===== src/rtl/irq_grp_pkg.sv =====
package irq_grp_pkg;

  // register select, taken from byte offset bits [3:2]
  typedef enum logic [1:0] {
    SEL_STAT = 2'd0,
    SEL_MASK = 2'd1,
    SEL_ID   = 2'd2,
    SEL_EN   = 2'd3
  } reg_sel_e;

  localparam int SEL_LSB = 2;
  localparam int SEL_W   = 2;

endpackage


===== src/rtl/irq_grp_decode.sv =====
module irq_grp_decode
  import irq_grp_pkg::*;
#(
  parameter int ADDR_W = 4
) (
  input  logic [ADDR_W-1:0] addr,
  input  logic              wr,
  input  logic              rd,
  output logic              wr_mask,
  output logic              wr_id,
  output logic              wr_en,
  output logic              rd_hit,
  output reg_sel_e          sel
);

  localparam int TOP = SEL_LSB + SEL_W;

  logic hit;

  // valid means word aligned and nothing set above the select field
  function automatic logic addr_ok(input logic [ADDR_W-1:0] a);
    logic ok;
    ok = (a[SEL_LSB-1:0] == '0);
    for (int i = TOP; i < ADDR_W; i++) begin
      if (a[i]) ok = 1'b0;
    end
    return ok;
  endfunction

  always_comb begin
    hit = addr_ok(addr);
    sel = reg_sel_e'(addr[TOP-1:SEL_LSB]);
  end

  assign wr_mask = wr & hit & (sel == SEL_MASK);
  assign wr_id   = wr & hit & (sel == SEL_ID);
  assign wr_en   = wr & hit & (sel == SEL_EN);
  assign rd_hit  = rd & hit;

endmodule


===== src/rtl/irq_grp_regs.sv =====
module irq_grp_regs #(
  parameter int N_EVT = 32
) (
  input  logic             clk,
  input  logic             rst_n,
  input  logic [N_EVT-1:0] evt_i,
  input  logic             wr_mask,
  input  logic             wr_id,
  input  logic             wr_en,
  input  logic [N_EVT-1:0] wdata,
  output logic [N_EVT-1:0] mask_q,
  output logic [N_EVT-1:0] id_q,
  output logic [N_EVT-1:0] en_q,
  output logic [N_EVT-1:0] stat_q,
  output logic [N_EVT-1:0] cap_vec,
  output logic [N_EVT-1:0] clr_vec
);

  logic [N_EVT-1:0] id_nxt;

  // events that pass the mask currently in force
  function automatic logic [N_EVT-1:0] gate_evt(input logic [N_EVT-1:0] ev,
                                                input logic [N_EVT-1:0] mk);
    return ev & ~mk;
  endfunction

  // clear first, then capture, so a same-cycle event survives
  function automatic logic [N_EVT-1:0] id_step(input logic [N_EVT-1:0] cur,
                                               input logic [N_EVT-1:0] clr,
                                               input logic [N_EVT-1:0] cap);
    return (cur & ~clr) | cap;
  endfunction

  assign cap_vec = gate_evt(evt_i, mask_q);
  assign clr_vec = wr_id ? wdata : '0;
  assign id_nxt  = id_step(id_q, clr_vec, cap_vec);

  always_ff @(posedge clk or negedge rst_n) begin
    if (!rst_n) begin
      mask_q <= '1;
      id_q   <= '0;
      en_q   <= '0;
      stat_q <= '0;
    end else begin
      if (wr_mask) mask_q <= wdata;
      if (wr_en)   en_q   <= wdata;
      id_q   <= id_nxt;
      stat_q <= evt_i;
    end
  end


  cap_set_chk: assert property (@(posedge clk) disable iff (!rst_n)
    (cap_vec != '0) |=> ((id_q & $past(cap_vec)) == $past(cap_vec)));


  no_masked_set_chk: assert property (@(posedge clk) disable iff (!rst_n)
    1'b1 |=> ((id_q & ~$past(id_q) & ~$past(cap_vec)) == '0));


  w1c_only_chk: assert property (@(posedge clk) disable iff (!rst_n)
    1'b1 |=> (($past(id_q) & ~id_q & ~$past(clr_vec)) == '0));


  mask_repl_chk: assert property (@(posedge clk) disable iff (!rst_n)
    wr_mask |=> (mask_q == $past(wdata)));


  en_repl_chk: assert property (@(posedge clk) disable iff (!rst_n)
    wr_en |=> (en_q == $past(wdata)));


  stat_follow_chk: assert property (@(posedge clk) disable iff (!rst_n)
    1'b1 |=> (stat_q == $past(evt_i)));

endmodule


===== src/rtl/irq_grp_rdmux.sv =====
module irq_grp_rdmux
  import irq_grp_pkg::*;
#(
  parameter int N_EVT = 32
) (
  input  logic             clk,
  input  logic             rst_n,
  input  logic             rd,
  input  logic             rd_hit,
  input  reg_sel_e         sel,
  input  logic [N_EVT-1:0] stat_q,
  input  logic [N_EVT-1:0] mask_q,
  input  logic [N_EVT-1:0] id_q,
  input  logic [N_EVT-1:0] en_q,
  output logic [N_EVT-1:0] rdata
);

  logic [N_EVT-1:0] pick;

  always_comb begin
    unique case (sel)
      SEL_STAT: pick = stat_q;
      SEL_MASK: pick = mask_q;
      SEL_ID:   pick = id_q;
      SEL_EN:   pick = en_q;
      default:  pick = '0;
    endcase
  end

  always_ff @(posedge clk or negedge rst_n) begin
    if (!rst_n)      rdata <= '0;
    else if (rd_hit) rdata <= pick;
    else if (rd)     rdata <= '0;
  end


  rdata_hold_chk: assert property (@(posedge clk) disable iff (!rst_n)
    !rd |=> $stable(rdata));

endmodule


===== src/rtl/irq_group_bank.sv =====
module irq_group_bank
  import irq_grp_pkg::*;
#(
  parameter int N_EVT  = 32,
  parameter int ADDR_W = 4
) (
  input  logic              clk,
  input  logic              rst_n,
  input  logic [N_EVT-1:0]  evt_i,
  input  logic [ADDR_W-1:0] bus_addr,
  input  logic              bus_wr,
  input  logic              bus_rd,
  input  logic [N_EVT-1:0]  bus_wdata,
  output logic [N_EVT-1:0]  bus_rdata,
  output logic [N_EVT-1:0]  pend_o
);

  logic             wr_mask, wr_id, wr_en, rd_hit;
  reg_sel_e         sel;
  logic [N_EVT-1:0] mask_q, id_q, en_q, stat_q;
  logic [N_EVT-1:0] cap_vec, clr_vec;

  irq_grp_decode #(.ADDR_W(ADDR_W)) u_dec (
    .addr(bus_addr), .wr(bus_wr), .rd(bus_rd),
    .wr_mask(wr_mask), .wr_id(wr_id), .wr_en(wr_en),
    .rd_hit(rd_hit), .sel(sel)
  );

  irq_grp_regs #(.N_EVT(N_EVT)) u_regs (
    .clk(clk), .rst_n(rst_n), .evt_i(evt_i),
    .wr_mask(wr_mask), .wr_id(wr_id), .wr_en(wr_en), .wdata(bus_wdata),
    .mask_q(mask_q), .id_q(id_q), .en_q(en_q), .stat_q(stat_q),
    .cap_vec(cap_vec), .clr_vec(clr_vec)
  );

  irq_grp_rdmux #(.N_EVT(N_EVT)) u_rd (
    .clk(clk), .rst_n(rst_n), .rd(bus_rd), .rd_hit(rd_hit), .sel(sel),
    .stat_q(stat_q), .mask_q(mask_q), .id_q(id_q), .en_q(en_q),
    .rdata(bus_rdata)
  );

  assign pend_o = id_q & en_q;


  collide_keep_chk: assert property (@(posedge clk) disable iff (!rst_n)
    (wr_id && ((cap_vec & bus_wdata) != '0)) |=>
      ((id_q & $past(cap_vec & bus_wdata)) == $past(cap_vec & bus_wdata)));


  stray_wr_chk: assert property (@(posedge clk) disable iff (!rst_n)
    (bus_wr && (bus_addr[1:0] != 2'b00)) |=> $stable(mask_q) && $stable(en_q));

endmodule


===== config.mk =====
export PLATFORM = sky130hd
export DESIGN_NAME = irq_group_bank
export DESIGN_NICKNAME = d
export VERILOG_FILES = /design/src/rtl/irq_grp_pkg.sv /design/src/rtl/irq_grp_decode.sv /design/src/rtl/irq_grp_regs.sv /design/src/rtl/irq_grp_rdmux.sv /design/src/rtl/irq_group_bank.sv
export SDC_FILE = /design/constraint.sdc
export NUM_CORES = 1
export LEC_CHECK = 0
export BUFFER_PORTS_ARGS = -buffer_cell sky130_fd_sc_hd__buf_2
export CORE_MARGIN = 1.5
export CORE_UTILIZATION = 40
export DETAILED_ROUTE_END_ITERATION = 12
export PLACE_DENSITY = 0.71
export SLEW_MARGIN = 20
export SYNTH_ARGS = -nofsm -noshare
export SYNTH_HDL_FRONTEND = slang
export SYNTH_SLANG_ARGS = --single-unit

===== constraint.sdc =====
create_clock -name clk -period 2.3 [get_ports clk]
set_input_delay 0.46 -clock clk [delete_from_list [all_inputs] [get_ports clk]]
set_output_delay 0.46 -clock clk [all_outputs]
set_load 0.02 [all_outputs]

; ---- Word level (Yosys, flattened, before mapping)
; Index checks and enable logic that the tools add are counted.
[totals]
ff_bits = 160
in_bits = 72
word_cells = 26
[op_classes]
n_eq_ne = 3
mux = 4
n_reduce_logical = 3
n_bitwise = 11
[ops]
columns = op, n
row1 = 32-bit one-hot mux with 4 select lines, 1
row2 = 32-bit bitwise AND, 3
row3 = 32-bit two-way mux, 3
row4 = 32-bit inverter, 2
row5 = 32-bit bitwise OR, 1
row6 = 1-bit bitwise AND, 5
row7 = "2-bit == test, second input constant", 2
row8 = 2-bit logical NOT, 2
row9 = "2-bit by 1-bit == test with 1-bit output, second input constant", 1
row10 = 2-bit nonzero test, 1

; ---- Longest topological paths before layout
; Gate-level depths: netlist (run 1).
[depth]
ltp_word = 7
depth_mapped = 6
mapped_depth_nobuf = 3

; ---- Hierarchy
; Synthesis (run 1) repeated with hierarchy kept, for this count alone.
[unflattened]
cells_unflattened = 481
area_unflattened_um2 = 7229.4
[modules_own_cells]
columns = mod, area_each_um2, n_inst, cells_per_inst, seq_area_each_um2
row1 = irq_grp_regs, 5046.1, 1, 331, 3243.1
row2 = irq_grp_rdmux, 1925.6, 1, 111, 800.8
row3 = irq_group_bank, 200.2, 1, 32, 0.0
row4 = irq_grp_decode, 57.6, 1, 7, 0.0

; ---- Worst setup path before layout (run 1)
; OpenSTA, ideal clock, no wires.
[synth_path]
kind = input to register
startpoint = input port bus_addr[3]
endpoint = register u_rd.rdata[10]
arrival_time_ps = 1343
required_time_ps = 2156
path_slack_ps = 813
setup_ps = 144
cell_stages = 6
cell_sequence = buf_6 or2_0 buf_2 buf_4 o221ai_2 o22ai_2
[synth_between]
elab_chain_cells = 3
elab_cells_between_ends = 6
cone_classes = 3 x eq/ne / 2 x mux / 1 x reduce/logical
[synth_lines]
columns = item, line
row1 = start: declaration, irq_group_bank.sv:10  ; input logic [ADDR_W-1:0] bus_addr,
row2 = "2-bit == test, or another cell as far along", irq_grp_rdmux.sv:21  ; unique case (sel)
row3 = 32-bit one-hot mux with 4 select lines (*), irq_grp_rdmux.sv:21
row4 = 32-bit two-way mux (*), irq_grp_rdmux.sv:32  ; else if (rd_hit) rdata <= pick;
row5 = end signal: assignment, irq_grp_rdmux.sv:32
row6 = end: declaration, irq_grp_rdmux.sv:15  ; output logic [N_EVT-1:0] rdata
; Mark *: on every way between the ends. The rest lies on a longest branch, timed or not.
; A chain may end at the register's enable or synchronous reset.

; ---- Final worst setup path (run 1)
[layout_path]
startpoint = register u_regs.id_q[11]
endpoint = output port pend_o[11]
[layout_between]
elab_chain_cells = 1
[layout_lines]
columns = item, line
row1 = start: declaration, irq_grp_regs.sv:12  ; output logic [N_EVT-1:0] id_q,
row2 = start signal: assignment, irq_grp_regs.sv:47  ; id_q <= id_nxt;
row3 = 32-bit bitwise AND, irq_group_bank.sv:42  ; assign pend_o = id_q & en_q;
row4 = end: declaration, irq_group_bank.sv:15  ; output logic [N_EVT-1:0] pend_o
; Every way passes these cells.

==> results.ini, run 1 <==
[run_status]
outcome = completed

[cts]
cts_sinks = 160
hold_buffers = 0
root_buffer = clkbuf_16
numCtsBuffers = 17
postCtsSetupRepairBufs = 0
cts.repair.resized = 0
clock_path_buffers = 2
clock_latency_ns = 0.42
cts_max_level = 4
cts_tree = done
path_clk_slew_ns = 0.06

[synthesis]
synth_area_leader_cell = dfrtp_1
ys_warn_count = 0
synth_seq_area_share = 0.525
syn_inst = 583
synthTopCellsByArea = dfrtp_1 (42%), mux2_4 (12%), dfstp_2 (11%)
ys_seq_elements = 160
synth_fp_nets = 655
synth_top_area_frac = 0.416
synth_area_um2 = 7700
synthDistinctLibCells = 30
syn_avg_cell_area_um2 = 13.2

[routing]
route.detailed.drc = 0
wl_mm = 17.5
via_count = 4864
drt_iter0_drc = 170
via_per_inst = 5.00
ant_nets = 0
firstDrtPassIters = 4
wl_per_cell_um = 18.0

[placement]
hpwl_mm = 11.6
port_buffers = 135
gp_congestion = 0.729

[worst_setup_path]
crit_path_end = pend_o[11]
path_class = reg -> out
r2r_slack_ns = 1.15
r2r_start = u_regs.en_q[30]$_DFFE_PN0P_
worstPathRequired_ns = 1.84
crit_fanout = 3
cp.arrival_ns = 1.15
reg2reg_depth = 3
start_kind = flop
timing.rr.end = u_rd.rdata[30]$_DFFE_PN0P_
cp-end-kind = primary output
crit_path_start = u_regs.id_q[11]$_DFF_PN0_

[sta]
rsz0062_at_grt = false
fin_tns_setup_ns = 0
finalCriticalPeriod_ns = 1.61
finClkSkew_ns = 0.00833
worst_slew_pin_slew_ns = 0.604
hold_violations = 0
setup_viol = 0
slew_viol_final = 0
hold_ws_ns = 0.00903
finalCritPeriodShare = 0.700
fmax_mhz = 621
maxSlewHeadroom = 0.598

[job]
drv_cap = 0

[cells_and_area]
final_cell_mix = buf_2 (133), dfrtp_1 (128), inv_1 (64), and2_1 (62), mux2_4 (60)
final_common_cell = buf_2
nets = 796
nFillCells = 1659
drive_above_1_share = 0.471
syn_to_final_growth_pct = 19.9

[die]
fp.dieW_um = 142
die_area_um2 = 20100
rows = 50
ios = 136
start_util = 0.410
die_h_um = 142
placeableCoreArea_um2 = 18800

[global_routing]
grt_max_degree = 59
grt_pass1_vias = 5093
grt_pass1_wl_mm = 28.0
antenna_found_initial = 2
track_usage = 0.182
grt-ovfl-total = 0

[worst_hold_path]
hold_path.class = in -> async

[pwr]
power.leakage_uw = 0.00429
peakVddDrop_mv = 0.547
cellPowerDensity_nw_per_um2 = 867

routing by layer:
| metal | track usage | part of all wire | vias to the layer above |
|---|---|---|---|
| met5 | 0 | 0.00063 | - |
| met4 | 0.0440 | 0.0088 | 2 |
| met3 | 0.0462 | 0.045 | 12 |
| met2 | 0.281 | 0.45 | 115 |
| met1 | 0.257 | 0.49 | 2431 |
| li1 | - | - | 2304 |
synth_stat cells, drive strengths merged:
| cell type | number |
|---|---|
| dfrtp | 128 |
| o21ai | 65 |
| inv | 64 |
| mux2 | 64 |
| and2 | 63 |
| nand2b | 33 |
| dfstp | 32 |
| mux2i | 31 |
| o221ai | 31 |
| o22ai | 31 |
| buf | 23 |
| clkbuf | 10 |
| mux4 | 1 |
| nand2 | 1 |
| nand4 | 1 |
| nand4b | 1 |
| nand4bb | 1 |
| nor2 | 1 |
| nor3b | 1 |
| or2 | 1 |
through the flow:
stage	std cells	util	cell area, um^2	worst slack (ns)	total power (uW)
floorplan	583	-	7700	0.813	4520
global placement	939	0.457	8580	0.588	5010
detailed placement	939	0.457	8580	0.551	5050
CTS	971	0.491	9220	0.654	8080
global route	971	0.491	9220	0.641	8340
finish	972	0.492	9230	0.689	8000
how the worst min path moves through the flow:
stage | slack [ns] | end | cells past startpoint | startpoint
6_report | 0.009 | u_regs.id_q[28]$_DFF_PN0_ | 1 | rst_n
5_1_grt | 0.04 | u_regs.id_q[28]$_DFF_PN0_ | 1 | rst_n
4_1_cts | 0.03 | u_regs.en_q[28]$_DFFE_PN0P_ | 1 | rst_n
3_5_place_dp | 0.48 | u_regs.en_q[28]$_DFFE_PN0P_ | 1 | rst_n
3_3_place_gp | 0.49 | u_regs.id_q[28]$_DFF_PN0_ | 1 | rst_n
2_1_floorplan | 0.16 | u_rd.rdata[0]$_DFFE_PN0P_ | 0 | rst_n
area by class of cell:
class | count | area, um^2 | area share
Sequential cell | 160 | 4040 | 0.438
Clock inverter | 12 | 181 | 0.0197
Multi-Input combinational cell | 326 | 3140 | 0.340
Inverter | 64 | 240 | 0.0260
Tap cell | 234 | 293 | 0.0317
Timing Repair Buffer | 155 | 872 | 0.0945
Antenna cell | 1 | 2.50 | 0.000271
Clock buffer | 20 | 457 | 0.0495
worst max-delay path: stages (launching register included):
cell     delay, ns
dfrtp_1       0.39
and2_1        0.19
buf_2         0.16
report_power, final:
group | internal (uW) | leakage [uW] | switching, uW
sequential | 3260 | 0.00182 | 285
combinational | 734 | 0.00218 | 707
clock | 1880 | 0.000299 | 1130
total | 5870 | 0.00429 | 2120
logic make-up after synthesis:
logic type,Yosys count,share of synthesized area
DFF,160,0.525
AOI/OAI and AO/OA,127,0.149
and+or+nand+nor,103,0.0915
buffers and inverters,97,0.0678
muxes,96,0.166
flip-flops by register name (all words and copies together), names as in the netlist:
| name | cells |
|---|---|
| u_rd.rdata | 32 |
| u_regs.en_q | 32 |
| u_regs.id_q | 32 |
| u_regs.mask_q | 32 |
| u_regs.stat_q | 32 |
Note: power is estimated with default switching activity, not from simulation.
==> run 2: changes to the inputs <==
Settings changed: ABC_AREA from default to 1, PLACE_DENSITY 0.71 to 0.72.
Clock period 2.3 ns to 1.5 ns, I/O delays scaled along.
==> results.ini, run 2 <==
[run_status]
outcome = complete, but fails checks
failed_checks = DRC

[global_routing]
track_usage = 0.213
grt-ovfl-total = 0
grt_pass1_vias = 6264
antenna_found_initial = 1
grt_pass1_wl_mm = 32.7
grt_max_degree = 40

[cells_and_area]
nFillCells = 1725
final_common_cell = nand2_1
antennaDiodeCount = 0
final_cells = 1297
final_cell_mix = nand2_1 (299), buf_2 (134), dfrtp_1 (128), inv_1 (98), nand3_1 (87)
syn_to_final_growth_pct = 25.3
nets = 1127
drive_above_1_share = 0.252

[cts]
clock_path_buffers = 2
cts_tree = done
clock_latency_ns = 0.43
hold_buffers = 24
path_clk_slew_ns = 0.06
numCtsBuffers = 17
cts_sinks = 160
postCtsSetupRepairBufs = 0
cts_max_level = 4
cts.repair.resized = 0
root_buffer = clkbuf_16

[synthesis]
ys_warn_count = 0
synth_common_cells = nand2_1 (300), dfrtp_1 (128), inv_1 (98)
synthDistinctLibCells = 22
synth-edff-count = 0
synth_area_um2 = 7490
synthTopCellsByArea = dfrtp_1 (43%), nand2_1 (15%), dfstp_2 (11%)
synth_top_area_frac = 0.428
ys_seq_elements = 160
synthArstFlopShare = 1.00
synth_area_leader_cell = dfrtp_1
synth_fp_nets = 967
synth_most_common_cell = nand2_1
synth_seq_area_share = 0.540
syn_inst = 895
synth_ff_type = dfrtp_1
syn_avg_cell_area_um2 = 8.37

[sta]
finalCritPeriodShare = 0.953
hold_ws_ns = 0.0118
rsz0062_at_grt = false
fmax_mhz = 699
worst_slew_pin_slew_ns = 0.401
fin_tns_setup_ns = 0
finClkSkew_ns = 0.00658
slew_viol_final = 0
hold_violations = 0
maxSlewHeadroom = 0.732
finalCriticalPeriod_ns = 1.43
setup_viol = 0

[routing]
route.detailed.drc = 7
wl_mm = 19.8
drt_iter0_drc = 385
ant_nets = 0
via_count = 6403
firstDrtPassIters = 9
wl_per_cell_um = 15.2
via_per_inst = 4.94

[worst_setup_path]
slowest_delay_ns = 0.38
cp.arrival_ns = 1.13
path_class = reg -> out
crit_fanout = 3
cp-end-kind = primary output
crit_slowest_cell = dfrtp_1
worstPathRequired_ns = 1.20
start_kind = flop
path_cells = nand2_1 -> inv_1 -> buf_2

[die]
die_area_um2 = 19600
placeableCoreArea_um2 = 18100
die_h_um = 140
start_util = 0.413
rows = 49
ios = 136
fp.dieW_um = 140

[job]
drv_cap = 0

[placement]
port_buffers = 135
gp_congestion = 0.812
dp_cells = 1241
hpwl_mm = 13.3

[pwr]
cellPowerDensity_nw_per_um2 = 1260
peakVddDrop_mv = 0.897
power.leakage_uw = 0.00504
power_uw = 11800

[worst_hold_path]
hold_path.class = in -> reg

## run 2: cell count changes after synthesis, sizes merged, moves of 32 or more
cell    delta
mux2      -64
and2      -63
nor2      +65
nand2    +301
inv       +37
nand3     +88
nand2b    -33
nand4     +32
## run 2: metal layers
| metal | track usage | routed length (um) |
|---|---|---|
| met3 | 0.0409 | 947 |
| met2 | 0.344 | 9420 |
| met5 | 0 | 13 |
| met4 | 0.0643 | 276 |
| met1 | 0.293 | 9110 |
## run 2: stage by stage
stage	setup slack, ns	utilization	area, um^2
floorplan	0.395	-	7490
finish	0.0699	0.517	9390
global route	0.0116	0.517	9390
detailed placement	0.127	0.471	8550
global placement	0.179	0.471	8550
CTS	0.0629	0.517	9390
## run 2: area by class of cell
type	count	area (um^2)	area share
Inverter	101	387	0.0412
Clock inverter	10	136	0.0145
Tap cell	229	287	0.0305
Multi-Input combinational cell	584	2770	0.295
Sequential cell	160	4040	0.431
Clock buffer	22	454	0.0484
Timing Repair Buffer	191	1310	0.140
## run 2: cells by family (layout without fill, tap and decap cells)
logic type             count (synthesis)  after routing  share of synthesized area
AO/OA/AOI/OAI                         95             95                     0.0899
buffers and inverters                151            324                     0.0912
flip-flops                           160            160                      0.540
AND/OR/NAND/NOR                      489            489                      0.279
## run 2: where the power goes
| group | internal, uW | switching [uW] | total [uW] |
|---|---|---|---|
| logic | 820 | 1320 | 2140 |
| registers | 4920 | 358 | 5280 |
| clock network | 2660 | 1740 | 4400 |
| total | 8400 | 3420 | 11800 |
## run 2: final timing paths
| check | start | endpoint | slack [ns] | cells after the start |
|---|---|---|---|---|
| max | u_regs.id_q[18]$_DFF_PN0_ | pend_o[18] | 0.07 | 3 |
| min reg2reg | u_rd.rdata[14]$_DFFE_PN0P_ | u_rd.rdata[14]$_DFFE_PN0P_ | 0.48 | 2 |
| max in group asynchronous | rst_n | u_regs.mask_q[22]$_DFFE_PN1P_ | 0.56 | 3 |
| min | evt_i[15] | u_regs.stat_q[15]$_DFF_PN0_ | 0.01 | 1 |
| max reg2reg | u_regs.mask_q[1]$_DFFE_PN1P_ | u_rd.rdata[1]$_DFFE_PN0P_ | 0.60 | 4 |
| min in group asynchronous | rst_n | u_rd.rdata[5]$_DFFE_PN0P_ | 0.33 | 2 |
## run 2: worst max-delay path: cells and delay by family, from the launching register on
family                 cells  cell delay, ns
buffers and inverters      2            0.26
AND/OR/NAND/NOR            1            0.07
flip-flops                 1            0.38
